[src/rtl/dbs_pkg.sv]
package dbs_pkg;

  localparam int BUS_W = 16;
  localparam int OP_W  = 32;

  typedef struct packed {
    logic load;
    logic step;
  } ctlStrobes_t;

  typedef enum logic [1:0] {
    ST_IDLE,
    ST_ASRT,
    ST_DATA,
    ST_GAP
  } busState_t;

  function automatic logic ackSeen(input logic [1:0] ackN);
    return ackN != 2'b11;
  endfunction

  function automatic logic ackIsByte(input logic [1:0] ackN);
    return ackN == 2'b10;
  endfunction

endpackage

[src/rtl/dbs_ctrl.sv]
module dbs_ctrl
  import dbs_pkg::*;
(
  input  logic        clk,
  input  logic        rstN,
  input  logic        reqStart,
  input  logic        reqWrite,
  input  logic [1:0]  dsackN,
  input  logic        lastStep,
  output ctlStrobes_t ctl,
  output logic        asN,
  output logic        dsN,
  output logic        busRnW,
  output logic        busy,
  output logic        donePulse
);

  busState_t state, nextState;
  logic      rnwReg;

  always_comb begin
    nextState = state;
    ctl       = '0;
    case (state)
      ST_IDLE: begin
        if (reqStart) begin
          ctl.load  = 1'b1;
          nextState = ST_ASRT;
        end
      end
      ST_ASRT: begin
        if (rnwReg && ackSeen(dsackN)) begin
          ctl.step  = 1'b1;
          nextState = lastStep ? ST_IDLE : ST_GAP;
        end else begin
          nextState = ST_DATA;
        end
      end
      ST_DATA: begin
        if (ackSeen(dsackN)) begin
          ctl.step  = 1'b1;
          nextState = lastStep ? ST_IDLE : ST_GAP;
        end
      end
      default: nextState = ST_ASRT;
    endcase
  end

  always_ff @(posedge clk) begin
    if (!rstN) begin
      state     <= ST_IDLE;
      rnwReg    <= 1'b1;
      donePulse <= 1'b0;
    end else begin
      state     <= nextState;
      donePulse <= ctl.step && lastStep;
      if (ctl.load) rnwReg <= !reqWrite;
    end
  end

  assign asN    = !(state == ST_ASRT || state == ST_DATA);
  assign dsN    = !(state == ST_DATA || (state == ST_ASRT && rnwReg));
  assign busRnW = rnwReg;
  assign busy   = state != ST_IDLE;

  // strobes held while no acknowledge is present
  assert_hold_until_ack_R3: assert property (@(posedge clk) disable iff (!rstN)
    (!asN && !dsN && dsackN == 2'b11) |=> !asN);

  // strobes released on the clock after a sampled acknowledge
  assert_release_after_ack_R4: assert property (@(posedge clk) disable iff (!rstN)
    (!dsN && dsackN != 2'b11) |=> asN);

  // data strobe only inside address strobe
  assert_ds_inside_as_R11: assert property (@(posedge clk) disable iff (!rstN)
    !dsN |-> !asN);

  // write data strobe lags the address strobe
  assert_write_ds_delay_R11: assert property (@(posedge clk) disable iff (!rstN)
    ($fell(asN) && !busRnW) |-> dsN);

  // completion is a single-clock pulse
  assert_done_single_R10: assert property (@(posedge clk) disable iff (!rstN)
    donePulse |=> !donePulse);

endmodule

[src/rtl/dbs_dpath.sv]
module dbs_dpath
  import dbs_pkg::*;
#(
  parameter int ADDR_W = 32
) (
  input  logic              clk,
  input  logic              rstN,
  input  ctlStrobes_t       ctl,
  input  logic [ADDR_W-1:0] reqAddr,
  input  logic [1:0]        reqSize,
  input  logic [OP_W-1:0]   reqWdata,
  input  logic [1:0]        dsackN,
  input  logic [BUS_W-1:0]  dataIn,
  output logic [ADDR_W-1:0] busAddr,
  output logic [1:0]        busSiz,
  output logic [BUS_W-1:0]  dataOut,
  output logic [OP_W-1:0]   rdData,
  output logic              lastStep
);

  localparam int LANE_W = BUS_W / 2;

  logic [ADDR_W-1:0] addrReg;
  logic [2:0]        remReg, accBytes, loadCount;
  logic [OP_W-1:0]   opReg, rdAcc;
  logic              port8, twoByte, dupLane;
  logic [LANE_W-1:0] laneByte;

  always_comb begin
    case (reqSize)
      2'b01:   loadCount = 3'd1;
      2'b10:   loadCount = 3'd2;
      2'b11:   loadCount = 3'd3;
      default: loadCount = 3'd4;
    endcase
  end

  assign port8    = ackIsByte(dsackN);
  assign twoByte  = !port8 && !addrReg[0] && remReg != 3'd1;
  assign accBytes = twoByte ? 3'd2 : 3'd1;
  assign lastStep = remReg == accBytes;
  assign laneByte = (port8 || !addrReg[0]) ? dataIn[BUS_W-1:LANE_W] : dataIn[LANE_W-1:0];
  assign dupLane  = addrReg[0] || remReg == 3'd1;

  always_ff @(posedge clk) begin
    if (!rstN) begin
      addrReg <= '0;
      remReg  <= 3'd0;
      opReg   <= '0;
      rdAcc   <= '0;
    end else if (ctl.load) begin
      addrReg <= reqAddr;
      remReg  <= loadCount;
      opReg   <= reqWdata << {3'd4 - loadCount, 3'b000};
      rdAcc   <= '0;
    end else if (ctl.step) begin
      addrReg <= addrReg + ADDR_W'(accBytes);
      remReg  <= remReg - accBytes;
      if (twoByte) begin
        opReg <= opReg << BUS_W;
        rdAcc <= {rdAcc[OP_W-BUS_W-1:0], dataIn};
      end else begin
        opReg <= opReg << LANE_W;
        rdAcc <= {rdAcc[OP_W-LANE_W-1:0], laneByte};
      end
    end
  end

  assign busAddr = addrReg;
  assign busSiz  = remReg[1:0];
  assign dataOut = dupLane ? {opReg[OP_W-1 -: LANE_W], opReg[OP_W-1 -: LANE_W]}
                           : opReg[OP_W-1 -: BUS_W];
  assign rdData  = rdAcc;

  // an 8-bit acknowledge advances the address by one byte
  assert_byte_port_advance_R2: assert property (@(posedge clk) disable iff (!rstN)
    (ctl.step && dsackN == 2'b10) |=> addrReg == $past(addrReg) + ADDR_W'(1));

  // an odd-address cycle never moves two bytes
  assert_odd_single_byte_R7: assert property (@(posedge clk) disable iff (!rstN)
    (ctl.step && addrReg[0]) |=> remReg == $past(remReg) - 3'd1);

endmodule

[src/rtl/dbs_master.sv]
module dbs_master
  import dbs_pkg::*;
#(
  parameter int ADDR_W = 32
) (
  input  logic              clk,
  input  logic              rstN,
  input  logic              reqStart,
  input  logic [ADDR_W-1:0] reqAddr,
  input  logic [1:0]        reqSize,
  input  logic              reqWrite,
  input  logic [31:0]       reqWdata,
  output logic              busy,
  output logic              donePulse,
  output logic [31:0]       rdData,
  output logic [ADDR_W-1:0] busAddr,
  output logic [1:0]        busSiz,
  output logic              busRnW,
  output logic              asN,
  output logic              dsN,
  output logic [15:0]       dataOut,
  input  logic [15:0]       dataIn,
  input  logic [1:0]        dsackN
);

  ctlStrobes_t ctl;
  logic        lastStep;

  dbs_ctrl ctrl_i (
    .clk       (clk),
    .rstN      (rstN),
    .reqStart  (reqStart),
    .reqWrite  (reqWrite),
    .dsackN    (dsackN),
    .lastStep  (lastStep),
    .ctl       (ctl),
    .asN       (asN),
    .dsN       (dsN),
    .busRnW    (busRnW),
    .busy      (busy),
    .donePulse (donePulse)
  );

  dbs_dpath #(.ADDR_W(ADDR_W)) dpath_i (
    .clk      (clk),
    .rstN     (rstN),
    .ctl      (ctl),
    .reqAddr  (reqAddr),
    .reqSize  (reqSize),
    .reqWdata (reqWdata),
    .dsackN   (dsackN),
    .dataIn   (dataIn),
    .busAddr  (busAddr),
    .busSiz   (busSiz),
    .dataOut  (dataOut),
    .rdData   (rdData),
    .lastStep (lastStep)
  );

  // address held steady through a bus cycle
  assert_addr_stable_R5: assert property (@(posedge clk) disable iff (!rstN)
    (!asN && $past(!asN)) |-> $stable(busAddr));

  // odd-address writes repeat the byte on both lanes
  assert_odd_lane_copy_R9: assert property (@(posedge clk) disable iff (!rstN)
    (!asN && !busRnW && busAddr[0]) |-> dataOut[15:8] == dataOut[7:0]);

endmodule

[config.mk]
export PLATFORM = sky130hd
export DESIGN_NAME = dbs_master
export DESIGN_NICKNAME = d
export VERILOG_FILES = /design/src/rtl/dbs_pkg.sv /design/src/rtl/dbs_ctrl.sv /design/src/rtl/dbs_dpath.sv /design/src/rtl/dbs_master.sv
export SDC_FILE = /design/constraint.sdc
export NUM_CORES = 1
export LEC_CHECK = 0
export BUFFER_PORTS_ARGS = -buffer_cell sky130_fd_sc_hd__buf_2
export CAP_MARGIN = 20
export CORE_AREA = 8 8 127 129
export CTS_CLUSTER_SIZE = 8
export DETAILED_ROUTE_END_ITERATION = 12
export DIE_AREA = 0 0 135 137
export HOLD_SLACK_MARGIN = 0.03
export PLACE_DENSITY = 0.72
export SYNTH_ARGS = -nofsm -noshare
export SYNTH_HDL_FRONTEND = slang
export SYNTH_SLANG_ARGS = --single-unit
[constraint.sdc]
create_clock -name clk -period 4.2 [get_ports clk]
set_input_delay 1.26 -clock clk [delete_from_list [all_inputs] [get_ports clk]]
set_output_delay 1.26 -clock clk [all_outputs]
set_load 0.01 [all_outputs]
==> results of run 1 <==
## placed cells by master (no fill, tap or decap), types with 15 or more instances in the layout
cell type / n
a21o_1: 19
a21oi_1: 70
a31oi_1: 36
buf_2: 174
dfxtp_1: 103
inv_1: 15
mux2i_1: 17
nand2_1: 117
nor2_1: 36
o21ai_0: 89
## tightest hold or removal path: stages, from the launching register on
cell,delay [ns]
dfxtp_1,0.33
nand2_1,0.06
a21oi_1,0.05
## how the worst min path moves through the flow
stage / startpoint / to / slack (ns) / depth (start not counted)
4_1_cts: ctrl_i.state[1] / ctrl_i.state[1] / 0.48 / 2
2_1_floorplan: ctrl_i.state[1] / ctrl_i.state[1] / 0.45 / 2
6_report: ctrl_i.state[1] / ctrl_i.state[1] / 0.48 / 2
3_3_place_gp: ctrl_i.state[1] / ctrl_i.state[1] / 0.46 / 2
5_1_grt: ctrl_i.state[1] / ctrl_i.state[1] / 0.50 / 2
3_5_place_dp: ctrl_i.state[1] / ctrl_i.state[1] / 0.47 / 2
## power groups by stage
stage	Clock, mW	Sequential (mW)	Combinational [mW]
finish	0.824	1.22	0.862
global route	0.879	1.24	0.959
CTS	0.843	1.22	0.868
detailed placement	0	1.24	0.865
global placement	0	1.24	0.853
floorplan	0	1.24	0.545
## state kept, by name (all words and copies together) (netlist names)
| name | flops |
|---|---|
| ctrl_i.busRnW | 1 |
| ctrl_i.donePulse | 1 |
| dpath_i.remReg | 3 |
| dpath_i.opReg | 32 |
| dpath_i.rdData | 32 |
| ctrl_i.state | 2 |
| dpath_i.busAddr | 32 |
## kinds of logic (layout without fill, tap and decap cells)
logic type                 after synthesis  after routing  share of synthesized area, %
DFF                                    103            103                         37.05
muxes                                   25             25                         4.676
and+or+nand+nor                        215            215                         17.92
AOI/OAI and AO/OA                      262            262                         27.27
adders and majority gates               12             12                         2.833
buffers and inverters                   78            219                         6.003
other                                    0              1                             0
xor gates and xnor gates                27             27                         4.249
## metrics by stage
stage / worst slack, ns / hold slack, ns
2_1_floorplan: 0.5532 / 0.4486
3_3_place_gp: 0.7982 / 0.4640
3_5_place_dp: 0.6649 / 0.4705
4_1_cts: 1.013 / 0.4806
5_1_grt: 0.8652 / 0.4978
6_report: 1.012 / 0.4776
## layout make-up
class	instances	share of cell area, %
repair buffers	188	14.36
well taps	184	3.389
flip-flops and latches	103	30.35
inverters	15	0.8287
clock inverters	6	0.7366
diodes	1	0.03683
clock buffers	10	3.517
multi-input cells	541	46.78
## per-layer routing
| layer | global-route usage, % | share of wire, % | vias to the layer above | wire, um |
|---|---|---|---|---|
| met5 | 0 | 0.10 | - | 18 |
| met4 | 4.997 | 1.6 | 4 | 291 |
| met3 | 4.626 | 7.8 | 27 | 1387 |
| met2 | 30.72 | 47 | 209 | 8407 |
| met1 | 24.06 | 43 | 2652 | 7704 |
| li1 | - | - | 2846 | - |
==> results.sh, run 1 <==
export IMPL_num_rows=44
export IMPL_grt_ovfl_total=0
export IMPL_rr_worst_depth=10
export IMPL_antenna_left=0
export IMPL_grt_usage_pct=18.74
export IMPL_initial_core_util_pct=39.18
export IMPL_cp_depth=10
export IMPL_design_area_mm2=0.006794
export IMPL_critPathBufInv=2
export IMPL_maxCapViolations=0
export IMPL_gp_congestion=0.8626
export IMPL_tightest_slew_ns=0.9636
export IMPL_via_count=5738
export IMPL_seqPwrFrac_pct=41.9
export IMPL_clk_pin_slew_ns=0.07
export IMPL_crit_path_end_kind="register"
export IMPL_ys_types=43
export IMPL_dr_pass1_iters=5
export IMPL_drive_above_1_share_pct=25.72
export IMPL_syn_cell_area_mm2=0.005565
export IMPL_synth_edf_count=0
export IMPL_peakVddDrop_uv=190.6
export IMPL_grt_pass1_vias=5382
export IMPL_cts_tree="done"
export IMPL_grt_max_degree=78
export IMPL_yosysTopAreaCellShare_pct=37.05
export IMPL_critPathLaunch="dsackN[0]"
export IMPL_p_per_area_mw_per_mm2=427.4
export IMPL_worst_clock_skew_ns=0.01215
export IMPL_r2r_slack_ns=1.25
export IMPL_cts_htree_levels=3
export IMPL_seq_area_mm2=0.002062
export IMPL_syn_to_final_growth_pct=22.08
export IMPL_dieHeight_um=137
export IMPL_die_area_mm2=0.01850
export IMPL_setup_viol_count_final=0
export IMPL_numCtsBuffers=9
export IMPL_hold_path_class="reg2reg"
export IMPL_crit_type="in2reg"
export IMPL_crit_end="dpath_i.busAddr[29]"
export IMPL_status="finished, final reports clean"
export IMPL_leakagePower_nw=2.991
export IMPL_drt_iter0_drc=492
export IMPL_slowest_delay_ns=0.52
export IMPL_cts_root_buf="clkbuf_16"
export IMPL_report_final_slew_viol_count=0
export IMPL_placed_area_mm2=0.006502
export IMPL_rsz0062_at_grt="false"
export IMPL_die_x_um=135
export IMPL_avgRoutedWirePerCell_um=16.99
export IMPL_cts_sinks=103
export IMPL_cts_resized=0
export IMPL_r2r_end="dpath_i.busAddr[29]"
export IMPL_cp_max_fo=7
export IMPL_n_fill_cell=1484
export IMPL_p_comb_share_pct=29.7
export IMPL_placedCellCount=1031
export IMPL_final_core_util_pct=47.83
export IMPL_cp_arrival_ns=3.45
export IMPL_p_clk_share_pct=28.4
export IMPL_async_reset_ff_share_pct=0
export IMPL_reg2reg_from="dpath_i.remReg[1]"
export IMPL_io_buffers=174
export IMPL_antenna_found_initial=3
export IMPL_yosysSeqAreaShare_pct=37.05
export IMPL_multi_input_area_mm2=0.003178
export IMPL_netlist_instances=722
export IMPL_crit_family="simple AND/OR/NAND/NOR gates"
export IMPL_ys_flop_type="dfxtp_1"
export IMPL_maxSlewHeadroom_pct=35.52
export IMPL_finalNonFillerCells=1048
export IMPL_hold_violations=0
export IMPL_p_sw_share_pct=36.26
export IMPL_finalSetupTns_ns=0
export IMPL_finalWirelength_um=17810
export IMPL_via_per_inst=5.475
export IMPL_min_period_ns=3.188
export IMPL_io_pins=175
export IMPL_yosysMostFrequentCell="nand2_1"
export IMPL_max_freq_ghz=0.3136
export IMPL_p_sw_mw=1.053
export IMPL_core_mm2=0.01420
export IMPL_yosysWarnings=0
export IMPL_crit_chain="buf_2 > nand2b_1 > nand2_1 > inv_1 > ha_1 > a21o_1 > nor4b_4 > nand3_4 > or4_1 > a31oi_1"
export IMPL_crit_slowest_cell="or4_1"
export IMPL_fin_nets=958
export IMPL_cts_hold_buf=0
export IMPL_synth_area_leaders="dfxtp_1 37%, o21ai_0 8.0%, nand2_1 8.0%"
export IMPL_hpwl_um=12890
export IMPL_synth_commonest_cells="118 x nand2_1, 103 x dfxtp_1, 89 x o21ai_0, 70 x a21oi_1, 46 x clkbuf_1"
export IMPL_finalPower_mw=2.904
export IMPL_synth_largest_area_cell="dfxtp_1"
export IMPL_postCtsSetupRepairBufs=0
export IMPL_route_detailed_drc=0
export IMPL_fin_crit_sh_pct=75.91
export IMPL_grt_first_pass_wirelength_um=28350
export IMPL_clk_path_buf_depth=2
export IMPL_insertion_delay_ns=0.35
export IMPL_syn_nets=822
export IMPL_avgSynthCellArea_um2=7.708
export IMPL_critPathLaunchType="primary input"
export IMPL_required_ns=4.46
export IMPL_p_int_mw=1.851
export IMPL_synth_seq_cells=103
Power figures use the tool's default switching activity.
==> inputs of run 2 (changes only) <==
--- a/config.mk
+++ b/config.mk
@@ -5,14 +5,15 @@
 export SDC_FILE = /design/constraint.sdc
 export NUM_CORES = 1
 export LEC_CHECK = 0
+export ABC_AREA = 1
 export BUFFER_PORTS_ARGS = -buffer_cell sky130_fd_sc_hd__buf_2
 export CAP_MARGIN = 20
-export CORE_AREA = 8 8 127 129
+export CORE_AREA = 8 8 138 140
 export CTS_CLUSTER_SIZE = 8
 export DETAILED_ROUTE_END_ITERATION = 12
-export DIE_AREA = 0 0 135 137
+export DIE_AREA = 0 0 146 148
 export HOLD_SLACK_MARGIN = 0.03
-export PLACE_DENSITY = 0.72
+export PLACE_DENSITY = 0.7
 export SYNTH_ARGS = -nofsm -noshare
 export SYNTH_HDL_FRONTEND = slang
 export SYNTH_SLANG_ARGS = --single-unit
==> constraint.sdc (replaced) <==
create_clock -name clk -period 3 [get_ports clk]
set_input_delay 0.9 -clock clk [delete_from_list [all_inputs] [get_ports clk]]
set_output_delay 0.9 -clock clk [all_outputs]
set_load 0.01 [all_outputs]
==> run 2 against run 1 <==
  * Via count grew 28%
  * Non-clock buffer count grew 4
  * Hold slack gained 0.0076 ns
  * Combinational power grew 120%
  * Wire length grew 25%
==> results.sh, run 2 <==
export IMPL_grt_ovfl_total=0
export IMPL_cts_tree="done"
export IMPL_crit_type="reg2out"
export IMPL_p_int_mw=2.830
export IMPL_cts_hold_buf=0
export IMPL_synth_largest_area_cell="dfxtp_1"
export IMPL_drt_iter0_drc=440
export IMPL_maxSlewHeadroom_pct=39.35
export IMPL_critPathBufInv=3
export IMPL_cts_root_buf="clkbuf_16"
export IMPL_antenna_found_initial=1
export IMPL_finalWirelength_um=22340
export IMPL_route_detailed_drc=0
export IMPL_seqPwrFrac_pct=36.6
export IMPL_cts_htree_levels=3
export IMPL_via_per_inst=5.186
export IMPL_worst_clock_skew_ns=0.01516
export IMPL_placedCellCount=1404
export IMPL_crit_chain="inv_1 > nand3_2 > nand2_1 > buf_4 > o21ai_0 > buf_2"
export IMPL_n_fill_cell=1792
export IMPL_max_freq_ghz=0.3610
export IMPL_synth_seq_cells=103
export IMPL_yosysSeqAreaShare_pct=31.02
export IMPL_die_area_mm2=0.02161
export IMPL_syn_cell_area_mm2=0.006646
export IMPL_clk_path_buf_depth=2
export IMPL_seq_area_mm2=0.002062
export IMPL_multi_input_area_mm2=0.003722
export IMPL_fin_crit_sh_pct=92.34
export IMPL_report_final_slew_viol_count=0
export IMPL_finalPower_mw=4.893
export IMPL_antenna_left=0
export IMPL_dp_slack_ns=0.3210
export IMPL_dr_pass1_iters=5
export IMPL_p_sw_mw=2.063
export IMPL_io_pins=175
export IMPL_finalNonFillerCells=1421
export IMPL_min_period_ns=2.770
export IMPL_drive_above_1_share_pct=20.75
export IMPL_finalSetupTns_ns=0
export IMPL_rsz0062_at_grt="false"
export IMPL_p_clk_share_pct=24.6
export IMPL_dr_wl_met3_um=1662
export IMPL_rr_worst_depth=13
export IMPL_numCtsBuffers=9
export IMPL_grt_max_degree=57
export IMPL_slowest_delay_ns=0.37
export IMPL_synth_area_leaders="dfxtp_1 31%, nand2_1 16%, nand3_1 7.7%"
export IMPL_postCtsSetupRepairBufs=0
export IMPL_p_sw_share_pct=42.16
export IMPL_avgRoutedWirePerCell_um=15.72
export IMPL_p_per_area_mw_per_mm2=618.9
export IMPL_hold_violations=0
export IMPL_crit_family="buffers and inverters"
export IMPL_core_mm2=0.01694
export IMPL_topRoutingLayerUsed="met4"
export IMPL_ys_types=37
export IMPL_critPathLaunch="dpath_i.remReg[1]"
export IMPL_wl_met2_um=10710
export IMPL_cp_arrival_ns=1.87
export IMPL_synth_commonest_cells="276 x nand2_1, 112 x inv_1, 103 x dfxtp_1, 102 x nand3_1, 95 x nor2_1"
export IMPL_final_core_util_pct=46.68
export IMPL_yosysTopAreaCellShare_pct=31.02
export IMPL_io_buffers=174
export IMPL_r2r_slack_ns=0.76
export IMPL_design_area_mm2=0.007905
export IMPL_via_count=7370
export IMPL_initial_core_util_pct=39.24
export IMPL_grt_pass1_vias=6917
export IMPL_holdWs_ns=0.4852
export IMPL_tightest_slew_ns=0.9064
export IMPL_hold_path_class="reg2reg"
export IMPL_peakVddDrop_uv=321.2
export IMPL_crit_slowest_cell="dfxtp_1"
export IMPL_critPathLaunchType="register"
export IMPL_placed_area_mm2=0.007605
export IMPL_maxCapViolations=0
export IMPL_insertion_delay_ns=0.37
export IMPL_async_reset_ff_share_pct=0
export IMPL_avgSynthCellArea_um2=6.288
export IMPL_crit_end="dataOut[0]"
export IMPL_fin_nets=1290
export IMPL_required_ns=2.10
export IMPL_setup_ws_ns=0.2299
export IMPL_synth_edf_count=0
export IMPL_layout_common_cells="276 x nand2_1, 174 x buf_2, 112 x inv_1"
export IMPL_crit_path_end_kind="output pin"
export IMPL_leakagePower_nw=3.678
export IMPL_die_x_um=146
export IMPL_p_comb_share_pct=38.9
export IMPL_status="finished, final reports clean"
export IMPL_yosysMostFrequentCell="nand2_1"
export IMPL_setup_viol_count_final=0
export IMPL_grt_first_pass_wirelength_um=35580
export IMPL_gp_congestion=0.9333
export IMPL_reg2reg_from="ctrl_i.state[0]"
export IMPL_r2r_end="dpath_i.busAddr[9]"
export IMPL_syn_to_final_growth_pct=18.94
export IMPL_yosysWarnings=0
export IMPL_num_rows=48
export IMPL_ys_flop_type="dfxtp_1"
export IMPL_cp_max_fo=11
export IMPL_grt_usage_pct=20.16
export IMPL_cp_depth=6
export IMPL_netlist_instances=1057
export IMPL_layout_commonest_cell="nand2_1"
export IMPL_met1_length_um=9318
export IMPL_dieHeight_um=148
export IMPL_syn_nets=1157
export IMPL_hpwl_um=16500
export IMPL_clk_pin_slew_ns=0.07
export IMPL_cts_sinks=103
export IMPL_cts_resized=0
run 2: changes by cell type after synthesis, sizes merged, moves of 13 or more:
cell and delta:
a21o -19, a31oi -23, buf +42, clkbuf -35, inv +106, mux2i -15, nand2 +168, nand3 +90
nor2 +70, o211ai +28, xnor2 -13
run 2: power by group through the flow:
stage                     registers [mW]  logic, mW  clock network [mW]
after floorplan                     1.80       1.31                   0
after global placement              1.82       1.88                   0
after detailed placement            1.82       1.90                   0
after CTS                           1.79       1.90                1.22
after global routing                1.82       2.12                1.28
final                               1.79       1.90                1.20
run 2: cell type report:
| cell class | instances | share of cell area [%] |
|---|---|---|
| Tap cell | 225 | 3.561 |
| Inverter | 122 | 5.793 |
| Timing Repair Buffer | 192 | 13.68 |
| Antenna cell | 1 | 0.03166 |
| Clock inverter | 7 | 0.9180 |
| Clock buffer | 9 | 2.849 |
| Multi-Input combinational cell | 762 | 47.09 |
| Sequential cell | 103 | 26.08 |
run 2: cell families after synthesis:
| kind of cell | Yosys count | share of synthesized area, % |
|---|---|---|
| buffers and inverters | 192 | 13.08 |
| adder cells (fa/ha/maj) | 12 | 2.372 |
| flip-flops | 103 | 31.02 |
| XOR/XNOR | 3 | 0.3954 |
| AO/OA/AOI/OAI | 226 | 19.18 |
| multiplexers | 2 | 0.3012 |
| AND/OR/NAND/NOR | 519 | 33.64 |
run 2: worst register-to-register path: stages (launching register included):
cell	delay, ns
dfxtp_1	0.35
inv_1	0.07
ha_1	0.33
inv_1	0.12
nor2_4	0.05
nand2_4	0.20
nand2_4	0.20
inv_2	0.31
buf_12	0.22
nor2_1	0.07
nand2_1	0.06
nand3_1	0.07
nand2_1	0.06
inv_1	0.04
run 2: how the worst min path moves through the flow:
stage / from / end / slack [ns] / cells past startpoint
2_1_floorplan: dpath_i.opReg[2] / dpath_i.opReg[2] / 0.45 / 2
3_3_place_gp: dpath_i.opReg[1] / dpath_i.opReg[1] / 0.47 / 2
3_5_place_dp: dpath_i.opReg[0] / dpath_i.opReg[0] / 0.47 / 2
4_1_cts: dpath_i.opReg[5] / dpath_i.opReg[5] / 0.49 / 2
5_1_grt: dpath_i.opReg[0] / dpath_i.opReg[0] / 0.51 / 2
6_report: ctrl_i.state[1] / ctrl_i.state[1] / 0.49 / 2
run 2: routing by layer:
layer | track usage [%] | vias up
met1 | 23.96 | 3320
met4 | 8.964 | 0
met2 | 34.53 | 297
li1 | - | 3711
met5 | 0 | -
met3 | 4.188 | 42
==> inputs of run 3 (changes only) <==
--- a/config.mk
+++ b/config.mk
@@ -8,10 +8,10 @@
 export ABC_AREA = 1
 export BUFFER_PORTS_ARGS = -buffer_cell sky130_fd_sc_hd__buf_2
 export CAP_MARGIN = 20
-export CORE_AREA = 8 8 138 140
+export CORE_AREA = 3 3 133 135
 export CTS_CLUSTER_SIZE = 8
 export DETAILED_ROUTE_END_ITERATION = 12
-export DIE_AREA = 0 0 146 148
+export DIE_AREA = 0 0 136 138
 export HOLD_SLACK_MARGIN = 0.03
 export PLACE_DENSITY = 0.7
 export SYNTH_ARGS = -nofsm -noshare
==> run 3 against run 2 <==
  * Hold slack worse by 0.0045 ns
  * Combinational power decreased by 2%
  * Setup slack better by 0.012 ns
  * Core utilization increased by 0.74 points
  * Non-clock buffer count down 2
  * Clock skew is 0.0060 ns lower
  * Register-to-register slack about the same
  * Sequential share of layout area rose by 0.14 points
==> results.sh, run 3 (synthesis gave the netlist of run 2 again) <==
export IMPL_gp_congestion=0.9527
export IMPL_min_from="dpath_i.opReg[4]"
export IMPL_cts_htree_levels=3
export IMPL_finalSetupTns_ns=0
export IMPL_hold_violations=0
export IMPL_layout_commonest_cell="nand2_1"
export IMPL_critPathLaunch="dpath_i.remReg[1]"
export IMPL_route_detailed_drc=0
export IMPL_worst_clock_skew_ns=0.009180
export IMPL_drive_above_1_share_pct=20.62
export IMPL_layout_common_cells="276 x nand2_1, 174 x buf_2, 112 x inv_1"
export IMPL_syn_to_final_growth_pct=18.32
export IMPL_crit_path_end_kind="output pin"
export IMPL_num_rows=47
export IMPL_p_sw_mw=2.022
export IMPL_p_clk_share_pct=25.5
export IMPL_dr_pass1_iters=8
export IMPL_antenna_found_initial=1
export IMPL_finalWirelength_um=21200
export IMPL_seq_area_mm2=0.002062
export IMPL_slowest_delay_ns=0.38
export IMPL_crit_type="reg2out"
export IMPL_via_count=7380
export IMPL_finalPower_mw=4.902
export IMPL_core_mm2=0.01658
export IMPL_die_x_um=136
export IMPL_maxSlewHeadroom_pct=62.19
export IMPL_grt_max_degree=58
export IMPL_drt_iter0_drc=729
export IMPL_p_int_mw=2.880
export IMPL_p_per_area_mw_per_mm2=623.3
export IMPL_clk_pin_slew_ns=0.07
export IMPL_fin_crit_sh_pct=91.92
export IMPL_numCtsBuffers=9
export IMPL_rr_worst_depth=11
export IMPL_required_ns=2.10
export IMPL_cts_sinks=103
export IMPL_cts_root_buf="clkbuf_16"
export IMPL_clk_path_buf_depth=2
export IMPL_report_final_slew_viol_count=0
export IMPL_hold_path_class="reg2reg"
export IMPL_r2r_end="dpath_i.busAddr[8]"
export IMPL_via_per_inst=5.223
export IMPL_grt_pass1_vias=6698
export IMPL_rsz0062_at_grt="false"
export IMPL_grt_ovfl_total=0
export IMPL_crit_chain="inv_1 > nand3_2 > nand2_1 > o21ai_0 > buf_2"
export IMPL_p_comb_share_pct=37.9
export IMPL_setup_viol_count_final=0
export IMPL_maxCapViolations=0
export IMPL_fin_nets=1288
export IMPL_num_antenna_cells=0
export IMPL_grt_first_pass_wirelength_um=34310
export IMPL_cp_max_fo=16
export IMPL_multi_input_area_mm2=0.003722
export IMPL_cts_tree="done"
export IMPL_postCtsSetupRepairBufs=0
export IMPL_io_pins=175
export IMPL_tightest_slew_ns=0.5671
export IMPL_crit_slowest_cell="dfxtp_1"
export IMPL_hpwl_um=15410
export IMPL_seqPwrFrac_pct=36.6
export IMPL_p_sw_share_pct=41.26
export IMPL_antenna_left=0
export IMPL_critPathLaunchType="register"
export IMPL_peakVddDrop_uv=399.9
export IMPL_max_freq_ghz=0.3626
export IMPL_insertion_delay_ns=0.36
export IMPL_leakagePower_nw=3.657
export IMPL_n_fill_cell=1734
export IMPL_min_period_ns=2.758
export IMPL_r2r_slack_ns=0.76
export IMPL_critPathBufInv=2
export IMPL_initial_core_util_pct=40.08
export IMPL_cp_arrival_ns=1.86
export IMPL_grt_usage_pct=22.37
export IMPL_die_area_mm2=0.01877
export IMPL_io_buffers=174
export IMPL_reg2reg_from="ctrl_i.state[0]"
export IMPL_hold_path_depth=2
export IMPL_hold_end="dpath_i.opReg[4]"
export IMPL_avgRoutedWirePerCell_um=15.00
export IMPL_crit_family="simple AND/OR/NAND/NOR gates"
export IMPL_dieHeight_um=138
export IMPL_status="finished, final reports clean"
## run 3: power groups by stage
stage / Sequential, mW / Combinational [mW] / Clock, mW
6_report: 1.79 / 1.86 / 1.25
5_1_grt: 1.82 / 2.08 / 1.32
4_1_cts: 1.79 / 1.86 / 1.27
3_5_place_dp: 1.82 / 1.85 / 0
3_3_place_gp: 1.82 / 1.83 / 0
2_1_floorplan: 1.80 / 1.31 / 0
## run 3: metal layers
layer	vias up	share of wire (%)	global-route usage (%)
li1	3704	-	-
met1	3332	43	29.59
met2	292	47	36.53
met3	50	6.7	3.198
met4	2	3.0	9.072
met5	-	0.057	0
## run 3: worst max path at each step
stage,end,depth (start not counted)
floorplan,dpath_i.busAddr[29],16
finish,dataOut[3],5
global placement,dpath_i.busAddr[31],16
global route,dataOut[6],6
detailed placement,dpath_i.remReg[1],11
CTS,dataOut[6],5
## run 3: repair_timing
| item | in CTS | in global routing |
|---|---|---|
| resized for setup | 0 | 1 |
| endpoints found under the setup margin | 0 | 1 |
| hold buffers | 0 | 0 |
## run 3: through the flow
stage	hold WS [ns]	setup WS, ns	utilization (%)	cells	instance area (um^2)
2_1_floorplan	0.4533	0.4597	-	1057	6646
3_3_place_gp	0.4691	0.3503	45.58	1397	7559
3_5_place_dp	0.4717	0.3012	45.58	1397	7559
4_1_cts	0.4811	0.1251	47.42	1413	7864
5_1_grt	0.5088	0.04248	47.42	1413	7864
6_report	0.4808	0.2424	47.42	1413	7864
## run 3: area by class of cell
cell class / count / area share (%)
clock buffers: 9 / 2.864
clock inverters: 7 / 1.018
inverters: 122 / 5.823
multi-input cells: 762 / 47.33
flip-flops and latches: 103 / 26.22
well taps: 220 / 3.500
repair buffers: 190 / 13.24
## run 3: worst min-delay path, stage by stage (launching register included)
cell     delay [ns]
dfxtp_1        0.32
nand2_1        0.06
a21oi_1        0.05
